<file path="src/rtl/agc_pkg.sv">
package agc_pkg;
  localparam int unsigned CODE_W   = 3;
  localparam int unsigned CODE_MAX = (1 << CODE_W) - 1;
  typedef logic [CODE_W-1:0] gain_code_t;
endpackage

</file>
<file path="src/rtl/agc_loop.sv">
module agc_loop
  import agc_pkg::*;
#(
  parameter int unsigned IN_W    = 14,
  parameter int unsigned ACC_W   = 16,
  parameter int unsigned SH_W    = 4,
  parameter int unsigned LEAK_SH = 8
) (
  input  logic                   clk_i,
  input  logic                   rst_ni,
  input  logic signed [IN_W-1:0] smp_i,
  input  logic                   fixed_mode_i,
  input  gain_code_t             fixed_code_i,
  input  logic [IN_W-2:0]        ref_lvl_i,
  input  logic [SH_W-1:0]        loop_shift_i,
  output gain_code_t             code_o,
  output logic                   stb_o
);
  localparam int unsigned ERR_W = IN_W + 2;
  localparam int unsigned SUM_W = ACC_W + 2;
  localparam logic [ACC_W-1:0] ACC_MAX = '1;

  logic [ACC_W-1:0] acc_q, acc_d, leak;
  logic [IN_W-1:0]  mag;
  logic signed [ERR_W-1:0] err_s, step_s;
  logic signed [SUM_W-1:0] sum_s;
  gain_code_t prev_q;

  assign mag    = smp_i[IN_W-1] ? IN_W'(-smp_i) : IN_W'(smp_i);
  assign err_s  = $signed({3'b000, ref_lvl_i}) - $signed({2'b00, mag});
  assign step_s = err_s >>> loop_shift_i;
  assign leak   = acc_q >> LEAK_SH;
  assign sum_s  = $signed({2'b00, acc_q}) - $signed({2'b00, leak})
                + $signed({{(SUM_W-ERR_W){step_s[ERR_W-1]}}, step_s});

  always_comb begin
    if (fixed_mode_i)
      acc_d = {fixed_code_i, {(ACC_W-CODE_W){1'b0}}};
    else if (sum_s < 0)
      acc_d = '0;
    else if (sum_s > $signed({2'b00, ACC_MAX}))
      acc_d = ACC_MAX;
    else
      acc_d = sum_s[ACC_W-1:0];
  end

  always_ff @(posedge clk_i or negedge rst_ni) begin
    if (!rst_ni) begin
      acc_q  <= '0;
      prev_q <= '0;
    end else begin
      acc_q  <= acc_d;
      prev_q <= code_o;
    end
  end

  assign code_o = acc_q[ACC_W-1 -: CODE_W];
  assign stb_o  = (code_o != prev_q);

  p_fixed_load_r2: assert property (@(posedge clk_i) disable iff (!rst_ni)
    fixed_mode_i |=> code_o == $past(fixed_code_i));
  p_no_wrap_up_r4: assert property (@(posedge clk_i) disable iff (!rst_ni)
    (!fixed_mode_i && !step_s[ERR_W-1]) |=>
      ({1'b0, acc_q} + {1'b0, $past(leak)}) >= {1'b0, $past(acc_q)});
  p_no_wrap_dn_r4: assert property (@(posedge clk_i) disable iff (!rst_ni)
    (!fixed_mode_i && step_s[ERR_W-1]) |=> acc_q <= $past(acc_q));
  p_stb_change_r5: assert property (@(posedge clk_i) disable iff (!rst_ni)
    stb_o == (code_o != $past(code_o)));
endmodule

</file>
<file path="src/rtl/agc_delay.sv">
module agc_delay
  import agc_pkg::*;
#(
  parameter int unsigned DLY_W = 4
) (
  input  logic             clk_i,
  input  logic             rst_ni,
  input  gain_code_t       code_i,
  input  logic [DLY_W-1:0] dly_i,
  output gain_code_t       sel_o
);
  localparam int unsigned TAPS = 1 << DLY_W;

  gain_code_t tap [TAPS];
  gain_code_t dly_q [TAPS-1];

  assign tap[0] = code_i;

  for (genvar i = 0; i < TAPS - 1; i++) begin : g_stage
    always_ff @(posedge clk_i or negedge rst_ni) begin
      if (!rst_ni) dly_q[i] <= '0;
      else         dly_q[i] <= tap[i];
    end
    assign tap[i+1] = dly_q[i];
  end

  assign sel_o = tap[dly_i];

  p_one_tap_r7: assert property (@(posedge clk_i) disable iff (!rst_ni)
    dly_i == DLY_W'(1) |-> sel_o == $past(code_i));
endmodule

</file>
<file path="src/rtl/agc_shift.sv">
module agc_shift
  import agc_pkg::*;
#(
  parameter int unsigned IN_W  = 14,
  parameter int unsigned OUT_W = IN_W + CODE_MAX
) (
  input  logic                    clk_i,
  input  logic                    rst_ni,
  input  logic signed [IN_W-1:0]  smp_i,
  input  gain_code_t              code_i,
  output logic signed [OUT_W-1:0] comp_o
);
  logic signed [OUT_W-1:0] ext;
  logic [CODE_W-1:0] shamt;

  assign ext   = {{(OUT_W-IN_W){smp_i[IN_W-1]}}, smp_i};
  assign shamt = CODE_W'(CODE_MAX) - code_i;

  always_ff @(posedge clk_i or negedge rst_ni) begin
    if (!rst_ni) comp_o <= '0;
    else         comp_o <= ext <<< shamt;
  end

  p_unity_r8: assert property (@(posedge clk_i) disable iff (!rst_ni)
    code_i == gain_code_t'(CODE_MAX) |=> comp_o == OUT_W'($past(smp_i)) + '0
      || comp_o == {{(OUT_W-IN_W){$past(smp_i[IN_W-1])}}, $past(smp_i)});
  p_low_zero_r6: assert property (@(posedge clk_i) disable iff (!rst_ni)
    1'b1 |=> (comp_o & OUT_W'((1 << ($past(shamt))) - 1)) == '0);
endmodule

</file>
<file path="src/rtl/agc_comp.sv">
module agc_comp
  import agc_pkg::*;
#(
  parameter int unsigned IN_W    = 14,
  parameter int unsigned ACC_W   = 16,
  parameter int unsigned SH_W    = 4,
  parameter int unsigned DLY_W   = 4,
  parameter int unsigned LEAK_SH = 8,
  localparam int unsigned OUT_W  = IN_W + CODE_MAX
) (
  input  logic                    clk_i,
  input  logic                    rst_ni,
  input  logic signed [IN_W-1:0]  smp_i,
  input  logic                    fixed_mode_i,
  input  logic [CODE_W-1:0]       fixed_code_i,
  input  logic [IN_W-2:0]         ref_lvl_i,
  input  logic [SH_W-1:0]         loop_shift_i,
  input  logic [DLY_W-1:0]        comp_dly_i,
  output logic [CODE_W-1:0]       gain_code_o,
  output logic                    gain_stb_o,
  output logic signed [OUT_W-1:0] comp_o
);
  gain_code_t cur_code, sel_code;

  agc_loop #(.IN_W(IN_W), .ACC_W(ACC_W), .SH_W(SH_W), .LEAK_SH(LEAK_SH)) u_loop (
    .clk_i, .rst_ni, .smp_i, .fixed_mode_i, .fixed_code_i,
    .ref_lvl_i, .loop_shift_i, .code_o(cur_code), .stb_o(gain_stb_o)
  );

  agc_delay #(.DLY_W(DLY_W)) u_delay (
    .clk_i, .rst_ni, .code_i(cur_code), .dly_i(comp_dly_i), .sel_o(sel_code)
  );

  agc_shift #(.IN_W(IN_W), .OUT_W(OUT_W)) u_shift (
    .clk_i, .rst_ni, .smp_i, .code_i(sel_code), .comp_o
  );

  assign gain_code_o = cur_code;

  p_reset_quiet_r1: assert property (@(posedge clk_i)
    !rst_ni |-> (gain_code_o == '0 && !gain_stb_o && comp_o == '0));
endmodule

</file>
<file path="config.mk">
export PLATFORM = sky130hd
export DESIGN_NAME = agc_comp
export DESIGN_NICKNAME = d
export VERILOG_FILES = /design/src/rtl/agc_pkg.sv /design/src/rtl/agc_loop.sv /design/src/rtl/agc_delay.sv /design/src/rtl/agc_shift.sv /design/src/rtl/agc_comp.sv
export SDC_FILE = /design/constraint.sdc
export NUM_CORES = 1
export LEC_CHECK = 0
export ABC_AREA = 1
export ABC_CLOCK_PERIOD_IN_PS = 7900
export BUFFER_PORTS_ARGS = -buffer_cell sky130_fd_sc_hd__buf_2
export CORE_MARGIN = 10
export CORE_UTILIZATION = 55
export DETAILED_ROUTE_END_ITERATION = 8
export PLACE_DENSITY_LB_ADDON = 0.2
export SLEW_MARGIN = 5
export SYNTH_ARGS = -nofsm -noshare
export SYNTH_HDL_FRONTEND = slang
export SYNTH_HIERARCHICAL = 1
export SYNTH_SLANG_ARGS = --single-unit
</file>
<file path="constraint.sdc">
create_clock -name clk_i -period 7.9 [get_ports clk_i]
set_input_delay 1.185 -clock clk_i [delete_from_list [all_inputs] [get_ports clk_i]]
set_output_delay 1.185 -clock clk_i [all_outputs]
set_load 0.01 [all_outputs]
</file>
* Word-level counts from Yosys, hierarchy flattened
Cells that the tools add are included. Widths: inputs -> output; s select.
Word-level totals: word-level logic and storage cells 36, input port bits 41, output and inout bits 25, register bits after elaboration 82
Cells by class: equal/unequal tests 1, bitwise gates (word level) 1, multiplexer cells 7, $add $sub $neg 5, shift-type cells 2, magnitude comparators 3
Operator list (number):
- $mux 16 | 3
- $sshl 14x3->21 | 1
- $add 17x16->18 | 1
- $gt 18x17->1 const B | 1
- $lt 18x1->1 const B | 1
- $sub 16x8->17 | 1
- $sshr 15x4->16 | 1
- $sub 13x14->15 | 1
- $mux 14 | 1
- $neg 14->14 | 1
- $bmux 3 s4 | 1
- $mux 3 | 2
- $ge 5x5->1 const B | 1
- $not 4->5 | 1
- $ne 3x3->1 | 1
- $sub 3x3->3 const A | 1

* Depth between registers and ports, before layout
Gate-level depths: netlist (run 1).
depth after elaboration 9, gate-level depth with buffers 38, depth with buffers taken out 37

* Modules after synthesis
The synthesis (run 1) kept the hierarchy.
Modules (own cells, without submodules):
- agc_loop | cells an instance 688, instances 1, sequential area each 475.5 sq um, area an instance 3990.1 sq um
- agc_delay | cells an instance 191, instances 1, sequential area each 1126.1 sq um, area an instance 1754.2 sq um
- agc_shift | cells an instance 149, instances 1, sequential area each 525.5 sq um, area an instance 1280.0 sq um

* Least setup slack after synthesis (run 1)
OpenSTA, ideal clock, no wires.
kind input to register, start point input smp_i[0], end point register u_loop.acc_q[10], slack 2.676 ns, required time 7.787 ns, data arrival time 5.111 ns, library setup time 0.113 ns, buffers on the path 1, cell stages on the path 35, cell sequence inv_1 > ha_1 > inv_1 > nor3_1 > nand2_1 > nor4_1 > a21oi_1 > xor2_1 > inv_1 > ha_1 > nand2_1 > inv_1 > a21oi_1 > nand3_1 > nand2_1 > nand3_1 > nand3_1 > nand3_1 > nand2_1 > nand2_1 > o21ai_0 > ha_1 > inv_1 > fa_1 > inv_1 > nand3_1 > nand2_1 > nand4_1 > nand3_2 > a21oi_2 > nand3_2 > buf_2 > nand3_1 > nand2_1 > inv_1
Between the ends: word-level cells in the longest chain between the ends 9, elaborated cells between the ends (all ways) 10, those cells by class 3 x add/sub; 2 x order compare; 1 x shift; 4 x mux
Ends and longest elaborated chain:
- start: declaration | RTL line agc_comp.sv:13 | input logic signed [IN_W-1:0] smp_i,
- $neg 14->14 | RTL line agc_loop.sv:29 | assign mag = smp_i[IN_W-1] ? IN_W'(-smp_i) : IN_W'(smp_i);
- $mux 14 * | RTL line agc_loop.sv:29
- $sub 13x14->15 * | RTL line agc_loop.sv:30 | assign err_s = $signed({3'b000, ref_lvl_i}) - $signed({2'b00, mag});
- $sshr 15x4->16 * | RTL line agc_loop.sv:31 | assign step_s = err_s >>> loop_shift_i;
- $add 17x16->18 * | RTL line agc_loop.sv:34 | + $signed({{(SUM_W-ERR_W){step_s[ERR_W-1]}}, step_s});
- $gt 18x17->1 | RTL line agc_loop.sv:41 | else if (sum_s > $signed({2'b00, ACC_MAX}))
- $mux 16 | RTL line agc_loop.sv:41
- $mux 16 * | RTL line agc_loop.sv:39 | else if (sum_s < 0)
- $mux 16 * | RTL line agc_loop.sv:37 | if (fixed_mode_i)
- named net u_loop.acc_d[10] | RTL line agc_loop.sv:23 | logic [ACC_W-1:0] acc_q, acc_d, leak;
- end signal: assignment | RTL line agc_loop.sv:49 | acc_q <= '0;
- end signal: assignment | RTL line agc_loop.sv:52 | acc_q <= acc_d;
- end: declaration | RTL line agc_loop.sv:23
The timed path passes the listed nets; every way through them passes the cells marked *.

* Final worst setup path (run 1)
start point input smp_i[0], end point register u_loop.acc_q[14]
The elaborated chain is that of the path after synthesis.

==> impl_metrics.json, run 1 <==
{
  "status": "completed",
  "cap_viol_max_count": 0,
  "nets": 1156,
  "clk_path_buf_depth": 2,
  "clock_skew_ns": 0.00969,
  "dpl.cell_count": 1234,
  "fin_crit_sh_pct": 70.9,
  "grt_max_degree": 86,
  "synth.cell_area_sq_um": 7020,
  "die-width_um": 133,
  "p_int_mw": 1.68,
  "diodes": 0,
  "startpoint": "smp_i[0]",
  "insertion_delay_ns": 0.34,
  "grt_pass1_vias": 5846,
  "seq_area_frac_synth_pct": 30.3,
  "p_sw_share_pct": 49.2,
  "tns_ns": 0,
  "synthFlopType": "dfrtp_1",
  "vias": 6334,
  "endpoint_kind": "register",
  "cpMostUsedCell": "nand2_1",
  "fp.coreArea_sq_um": 12600,
  "p_sw_mw": 1.62,
  "slew_viol_final": 0,
  "antenna_found_initial": 0,
  "start_util_pct": 55.9,
  "cts_setup_buffers": 0,
  "grt_usage_pct": 17.7,
  "synth_edf_count": 0,
  "fp-row-count": 41,
  "rsz0062_at_grt": "false",
  "worst_slew_pin_slew_ns": 1.00,
  "leakage_nw": 4.34,
  "area_growth_pct": 8.35,
  "drt_iter0_drc": 544,
  "fillers": 1187,
  "synth_top_family_by_area": "simple AND/OR/NAND/NOR gates",
  "cts.reportedPaths.clkPinSlew_ns": 0.06,
  "grt_pass1_wl_um": 26800,
  "fin_cells": 1249,
  "hold_violations": 0,
  "routedWlPerCell_um": 12.5,
  "die_height_um": 133,
  "drive_gt1_share_pct": 11.8,
  "cts_resized": 0,
  "routabilityCongestion": 0.902,
  "dp_hpwl_um": 12200,
  "final_cell_mix": "307 x nand2_1, 177 x nand3_1, 159 x inv_1, 85 x dfrtp_1, 64 x buf_2",
  "finalWorstSetupSlack_ns": 2.30,
  "root_buffer": "clkbuf_16",
  "cp.required_ns": 8.13,
  "maxSlewHeadroom_pct": 33.1,
  "yosys.area_share.simple_pct": 39.1,
  "globalRouteOverflowTotal": 0,
  "synthTopCellsByArea": "dfrtp_1 30%, nand2_1 16%, nand3_1 13%, inv_1 8.5%, ha_1 6.9%",
  "synth_top_area_cell": "dfrtp_1",
  "setup_violations": 0,
  "max_stage_delay_ns": 0.39,
  "synth_xor_xnor_area_share_pct": 5.11,
  "holdBufCountCts": 0,
  "synth.net_count": 1111,
  "ioPinCount": 66,
  "synth_area_per_cell_sq_um": 6.83,
  "htreeDepth": 3,
  "clock-sinks": 85,
  "synthMuxAreaShare_pct": 0,
  "fmax_mhz": 179,
  "period_minus_slack_ns": 5.60,
  "seq_power_share_pct": 21.2,
  "r2r_start": "u_loop/acc_q[8]",
  "synth_cell_types": 36,
  "synthAdderAreaFrac_pct": 7.80,
  "start_kind": "input pin",
  "yosysTopAreaCellShare_pct": 30.3,
  "remaining_drc_errors": 0,
  "ys_seq_elements": 85,
  "die_area_sq_um": 17700,
  "final_common_cell": "nand2_1",
  "critPathKind": "input pin to register",
  "synth_cells": 1028,
  "async_flop_share_pct": 100,
  "ir_drop_v": 0.000392,
  "cts_made_buffers": 9,
  "cts_tree": "built",
  "synth-compound-area-share_pct": 5.72,
  "antenna_left": 0,
  "wirelength_um": 15600,
  "yosysWarnings": 6,
  "place_ws_ns": 2.02,
  "dr.pass1.iters": 5,
  "worst-path-max-fanout": 16,
  "portBuffers": 65,
  "clkPwrFrac_pct": 11.3,
  "worstPathArrival_ns": 5.83,
  "viasPerCell": 5.07,
  "pwr-share-comb_pct": 67.5,
  "powerDensity_nw_per_um2": 434,
  "hold_path.class": "register to register",
  "min_from": "u_delay/dly_q[7]",
  "slowest_stage": "fa_1"
}
-- logic make-up after synthesis --
logic type | after synthesis
AO/OA/AOI/OAI | 70
XOR/XNOR | 41
adder cells (fa/ha/maj) | 42
buffers and inverters | 193
flip-flops | 85
AND/OR/NAND/NOR | 597
-- worst paths after layout --
kind | cells past startpoint | slack (ns) | endpoint
setup / recovery | 35 | 2.30 | u_loop/acc_q[14]
setup reg to reg | 22 | 4.08 | u_loop/acc_q[1]
hold / removal | 0 | 0.37 | u_delay/dly_q[4]
max in group asynchronous | 1 | 6.23 | u_loop/acc_q[0]
hold reg to reg | 0 | 0.37 | u_delay/dly_q[4]
min in group asynchronous | 1 | 1.01 | u_shift/comp_o[2]
-- registers in the layout, indices dropped and copies added (netlist names) --
register / cells
u_delay/dly_q: 45
u_loop/acc_q: 16
u_loop/prev_q: 3
u_shift/comp_o: 21
-- cells in the mapped netlist, types with 9 or more instances --
library cell and instances:
inv_1 159, xnor2_1 14, nor2_1 51, nand3_1 177
a21oi_1 36, ha_1 39, nand2_1 307, dfrtp_1 85
o21ai_0 19, nand2_2 9, clkbuf_1 9, nand3_2 21
xor2_1 27
-- per-layer routing --
metal	track usage (%)	wire [um]	vias up	share of wire, %
met2	28.4	7040	149	45
met1	23.9	7660	2802	49
met3	2.76	725	15	4.6
li1	-	-	3368	-
met5	0	0	-	0
met4	5.32	227	0	1.5
-- power groups by stage --
stage	Sequential, mW	Clock (mW)	Combinational (mW)
2_1_floorplan	0.709	0	1.78
3_3_place_gp	0.705	0	2.19
3_5_place_dp	0.710	0	2.19
4_1_cts	0.704	0.384	2.21
5_1_grt	0.725	0.404	2.52
6_report	0.700	0.373	2.23
-- worst max-delay path, delay by kind of cell --
kind / cells / cell delay, ns
AND/OR/NAND/NOR: 19 / 2.25
adder cells (fa/ha/maj): 4 / 1.10
buffers and inverters: 7 / 0.57
AO/OA/AOI/OAI: 4 / 0.54
XOR/XNOR: 1 / 0.16
-- stage by stage --
stage | hold slack, ns | power, mW | cell area, sq um | utilization, %
after global routing | 0.379 | 3.65 | 7610 | 60.6
final | 0.371 | 3.30 | 7610 | 60.6
after detailed placement | 0.359 | 2.90 | 7340 | 58.4
after floorplan | 0.354 | 2.49 | 7020 | -
after global placement | 0.357 | 2.89 | 7340 | 58.4
after CTS | 0.370 | 3.29 | 7610 | 60.6
-- cell type report --
cell class / count / area [sq um] / area share (%)
clock buffers: 11 / 243 / 3.19
repair buffers: 65 / 328 / 4.31
multi-input cells: 750 / 4050 / 53.2
clock inverters: 4 / 25.0 / 0.329
well taps: 172 / 215 / 2.83
flip-flops and latches: 85 / 2130 / 27.9
inverters: 162 / 621 / 8.15
(Power assumes the default switching activity.)
==> inputs of run 2 (changes only) <==
- ABC_CLOCK_PERIOD_IN_PS: 7900 -> 4900
- clock period: 7.9 -> 4.9 ns (I/O delays scaled with it)
==> impl_metrics.json, run 2 (synthesis gave the netlist of run 1 again) <==
{
  "clk_path_buf_depth": 2,
  "clock_skew_ns": 0.0117,
  "htreeDepth": 3,
  "place_ws_ns": -0.389,
  "worstPathArrival_ns": 5.07,
  "critPathKind": "input pin to register",
  "worst_slew_pin_slew_ns": 1.00,
  "die-width_um": 133,
  "min_from": "u_delay/dly_q[38]",
  "routabilityCongestion": 0.925,
  "cts_tree": "built",
  "setup_violations": 0,
  "powerDensity_nw_per_um2": 799,
  "fp.coreArea_sq_um": 12600,
  "fin_hold_ws_ns": 0.371,
  "hold_violations": 0,
  "startpoint": "smp_i[0]",
  "grt_pass1_vias": 6158,
  "dp_hpwl_um": 12900,
  "crit_end": "u_loop/acc_q[0]",
  "tns_ns": 0,
  "slowest_stage": "ha_4",
  "slew_viol_final": 0,
  "rsz0062_at_grt": "true",
  "largest_register_ffs": 45,
  "regMostFlops": "u_delay/dly_q",
  "fp-row-count": 41,
  "diodes": 0,
  "largestRegisters": "u_delay/dly_q x45, u_shift/comp_o x21, u_loop/acc_q x16",
  "cap_viol_max_count": 0,
  "wirelength_um": 18600,
  "drt_iter0_drc": 593,
  "r2r_start": "u_loop/acc_q[8]",
  "final_common_cell": "nand2_1",
  "status": "completed",
  "timing.rr.end": "u_loop/acc_q[0]",
  "remaining_drc_errors": 0,
  "finalWorstSetupSlack_ns": 0.105,
  "maxSlewHeadroom_pct": 33.3,
  "endpoint_kind": "register",
  "die_height_um": 133,
  "viasPerCell": 5.23,
  "reg2reg_depth": 24,
  "globalRouteOverflowTotal": 0,
  "cts_made_buffers": 9,
  "insertion_delay_ns": 0.34,
  "hold_path.class": "register to register",
  "die_area_sq_um": 17700,
  "cts.reportedPaths.clkPinSlew_ns": 0.07,
  "start_kind": "input pin",
  "grt_usage_pct": 18.5,
  "drive_gt1_share_pct": 28.3,
  "start_util_pct": 55.9,
  "root_buffer": "clkbuf_16",
  "fin_cells": 1325,
  "dpl.cell_count": 1292,
  "worst-path-max-fanout": 8,
  "vias": 6932,
  "max_stage_delay_ns": 0.32,
  "nets": 1231,
  "cp.required_ns": 5.17,
  "grt_max_degree": 86,
  "antenna_found_initial": 0,
  "area_growth_pct": 27.9,
  "leakage_nw": 4.87,
  "fmax_mhz": 209,
  "antenna_left": 0,
  "period_minus_slack_ns": 4.79,
  "portBuffers": 65,
  "ir_drop_v": 0.000850,
  "holdBufCountCts": 0,
  "clock-sinks": 85,
  "final_cell_mix": "273 x nand2_1, 152 x nand3_1, 145 x inv_1, 85 x dfrtp_1, 69 x buf_4",
  "routedWlPerCell_um": 14.0,
  "ioPinCount": 66,
  "fin_crit_sh_pct": 97.8,
  "fillers": 1005,
  "dr.pass1.iters": 5,
  "grt_pass1_wl_um": 28000,
  "rrSetupSlack_ns": 1.08
}
run 2: cell type report:
class / instances / area [sq um] / area share, %
inverters: 162 / 631 / 7.02
repair buffers: 139 / 971 / 10.8
clock buffers: 11 / 253 / 2.81
flip-flops and latches: 85 / 2130 / 23.7
multi-input cells: 751 / 4750 / 52.8
well taps: 172 / 215 / 2.40
clock inverters: 5 / 40.0 / 0.446
run 2: metrics by stage:
step	util, %	area, sq um	total power, mW
after floorplan	-	7020	4.01
after global placement	62.1	7800	5.31
after detailed placement	62.1	7800	5.37
after CTS	64.5	8100	6.05
after global routing	71.5	8980	7.78
final	71.5	8980	7.18
run 2: where the power goes:
| part | total, mW | switching (mW) | leakage [nW] | internal, mW |
|---|---|---|---|---|
| Clock | 0.651 | 0.276 | 0.135 | 0.374 |
| Combinational | 5.40 | 2.96 | 3.67 | 2.45 |
| Sequential | 1.13 | 0.135 | 1.07 | 0.994 |
| Total | 7.18 | 3.37 | 4.87 | 3.82 |
run 2: worst min path at each step:
stage               slack [ns]                 to  cells after the start
finish                    0.37  u_delay/dly_q[35]                      0
global route              0.38  u_delay/dly_q[27]                      0
CTS                       0.37  u_delay/dly_q[35]                      0
detailed placement        0.36  u_delay/dly_q[39]                      0
global placement          0.36  u_delay/dly_q[23]                      0
floorplan                 0.35   u_delay/dly_q[0]                      0
run 2: metal layers:
| layer | up-vias | wire, um | track usage, % |
|---|---|---|---|
| met5 | - | 0 | 0 |
| met4 | 0 | 331 | 5.81 |
| met3 | 24 | 894 | 2.73 |
| met2 | 193 | 8910 | 29.4 |
| met1 | 3202 | 8420 | 25.3 |
| li1 | 3513 | - | - |
run 2: critical path, delay by kind of cell:
family	cells	cell delay [ns]
fa+ha+maj	3	0.68
simple gates	17	2.02
buf+inv	6	0.46
compound gates	6	0.98
xor+xnor	1	0.16
run 2: what timing repair did:
item | CTS | global route
pin swaps | 0 | 67
hold endpoints to repair | 0 | 0
endpoints found under the setup margin | 16 | 16
gates resized for setup | 1 | 175
buffers inserted | 0 | 14
cloned | 0 | 3
==> inputs of run 3 (changes only) <==
- ABC_CLOCK_PERIOD_IN_PS: 4900 -> 5100
- RECOVER_POWER: unset -> 100
- clock period: 4.9 -> 5.1 ns (I/O delays scaled with it)
==> impl_metrics.json, run 3 (synthesis gave the netlist of run 1 again) <==
{
  "violations": "capacitance limit, slew limit",
  "cp.required_ns": 5.37,
  "place_ws_ns": -0.375,
  "rrSetupSlack_ns": 1.36,
  "final_common_cell": "nand2_1",
  "viasPerCell": 5.12,
  "die_height_um": 133,
  "clock-sinks": 85,
  "min_path_cells": 0,
  "placed_area_sq_um": 7650,
  "drt_iter0_drc": 721,
  "final_util_pct": 65.5,
  "antenna_found_initial": 0,
  "cp_top_family": "simple AND/OR/NAND/NOR gates",
  "final_area_sq_um": 8240,
  "max_stage_delay_ns": 0.29,
  "portBuffers": 65,
  "root_buffer": "clkbuf_16",
  "holdBufCountCts": 0,
  "globalRouteOverflowTotal": 0,
  "fp.coreArea_sq_um": 12600,
  "hold_violations": 0,
  "fin_crit_sh_pct": 95.9,
  "start_kind": "input pin",
  "finalWorstSetupSlack_ns": 0.209,
  "critPathKind": "input pin to register",
  "worstPathArrival_ns": 5.16,
  "status": "complete, but fails checks",
  "cpMostUsedCell": "inv_1",
  "dr.pass1.iters": 5,
  "vias": 6632,
  "area_growth_pct": 17.3,
  "start_util_pct": 55.9,
  "antenna_left": 0,
  "wirelength_um": 17200,
  "setup_violations": 0,
  "power_mw": 6.09,
  "powerDensity_nw_per_um2": 739,
  "clk_path_buf_depth": 2,
  "largestRegisters": "u_delay/dly_q x45, u_shift/comp_o x21, u_loop/acc_q x16",
  "fillers": 1145,
  "worst_slew_pin_slew_ns": 1.93,
  "largest_register_ffs": 45,
  "final_cell_mix": "296 x nand2_1, 175 x nand3_1, 158 x inv_1, 85 x dfrtp_1, 44 x nor2_1",
  "dp_hpwl_um": 12700,
  "grt_usage_pct": 18.5,
  "diodes": 0,
  "clock_skew_ns": 0.0119,
  "drive_gt1_share_pct": 17.6,
  "grt_max_degree": 86,
  "remaining_drc_errors": 0,
  "routabilityCongestion": 0.909,
  "nets": 1201,
  "cts.reportedPaths.clkPinSlew_ns": 0.06,
  "maxSlewHeadroom_pct": -28.3,
  "insertion_delay_ns": 0.33,
  "worst-path-max-fanout": 8,
  "fmax_mhz": 204,
  "slew_viol_final": 86,
  "endpoint_kind": "register",
  "worstSetupPathDepth": 32,
  "routedWlPerCell_um": 13.3,
  "cts_tree": "built",
  "slowest_stage": "ha_4",
  "die-width_um": 133,
  "htreeDepth": 3,
  "crit_buf_inv": 5,
  "die_area_sq_um": 17700,
  "grt_pass1_wl_um": 27900,
  "period_minus_slack_ns": 4.89,
  "reg2reg_depth": 23,
  "leakage_nw": 4.50,
  "ioPinCount": 66,
  "regMostFlops": "u_delay/dly_q",
  "hold_path.class": "register to register",
  "grt_pass1_vias": 6125,
  "cap_viol_max_count": 1,
  "cts_made_buffers": 9,
  "fp-row-count": 41,
  "ir_drop_v": 0.000740
}
run 3: layout make-up:
cell class                      instances  area (sq um)  area share, %
Sequential cell                        85          2130           25.8
Inverter                              162           614           7.46
Tap cell                              172           215           2.61
Clock inverter                          6          46.3          0.562
Multi-Input combinational cell        752          4380           53.1
Timing Repair Buffer                  108           628           7.62
Clock buffer                           10           229           2.78
run 3: stage by stage:
| stage | instances | TNS, ns | hold WS (ns) |
|---|---|---|---|
| after floorplan | 1028 | 0 | 0.354 |
| after global placement | 1273 | -3.31 | 0.356 |
| after detailed placement | 1273 | -5.61 | 0.359 |
| after CTS | 1289 | 0 | 0.369 |
| after global routing | 1295 | -1.79 | 0.377 |
| final | 1295 | 0 | 0.367 |
run 3: worst reg2reg max path: stages, from the launching register on:
cell      delay, ns
dfrtp_1        0.40
ha_1           0.17
inv_1          0.06
fa_1           0.40
nand3_1        0.09
nand2_1        0.09
nand3_1        0.07
nand2_1        0.08
nand3_1        0.08
nand2_1        0.06
nor2_1         0.17
nand2_1        0.12
xor2_1         0.33
ha_4           0.27
a21o_1         0.20
a21boi_2       0.18
o21bai_1       0.11
a21oi_2        0.18
nand2_4        0.12
nor2_4         0.19
nand2_4        0.11
nand3b_1       0.09
nand2_1        0.05
inv_1          0.05
run 3: metal layers:
| layer | routed length (um) | vias up | track usage (%) |
|---|---|---|---|
| met4 | 254 | 0 | 5.50 |
| met1 | 7980 | 2998 | 25.2 |
| met3 | 779 | 20 | 2.99 |
| li1 | - | 3449 | - |
| met2 | 8200 | 165 | 29.5 |
| met5 | 0 | - | 0 |
run 3: report_power, final:
part           total [mW]  internal [mW]  switching (mW)
Clock               0.591          0.333           0.258
Sequential           1.09          0.956           0.137
Combinational        4.40           1.91            2.49
run 3: final timing paths:
path                                        start           endpoint
max in group asynchronous                  rst_ni    u_loop/acc_q[2]
min in group asynchronous                  rst_ni  u_shift/comp_o[2]
worst min-delay path            u_delay/dly_q[38]  u_delay/dly_q[35]
worst max register to register    u_loop/acc_q[8]    u_loop/acc_q[0]
worst max-delay path                     smp_i[0]    u_loop/acc_q[0]
worst min register to register  u_delay/dly_q[38]  u_delay/dly_q[35]
run 3: timing repair:
action                     in CTS  in global routing
setup buffers                   0                  4
cloned                          0                  2
setup endpoints to repair      16                 16
pin swaps                       0                 27
resized for setup               2                 70
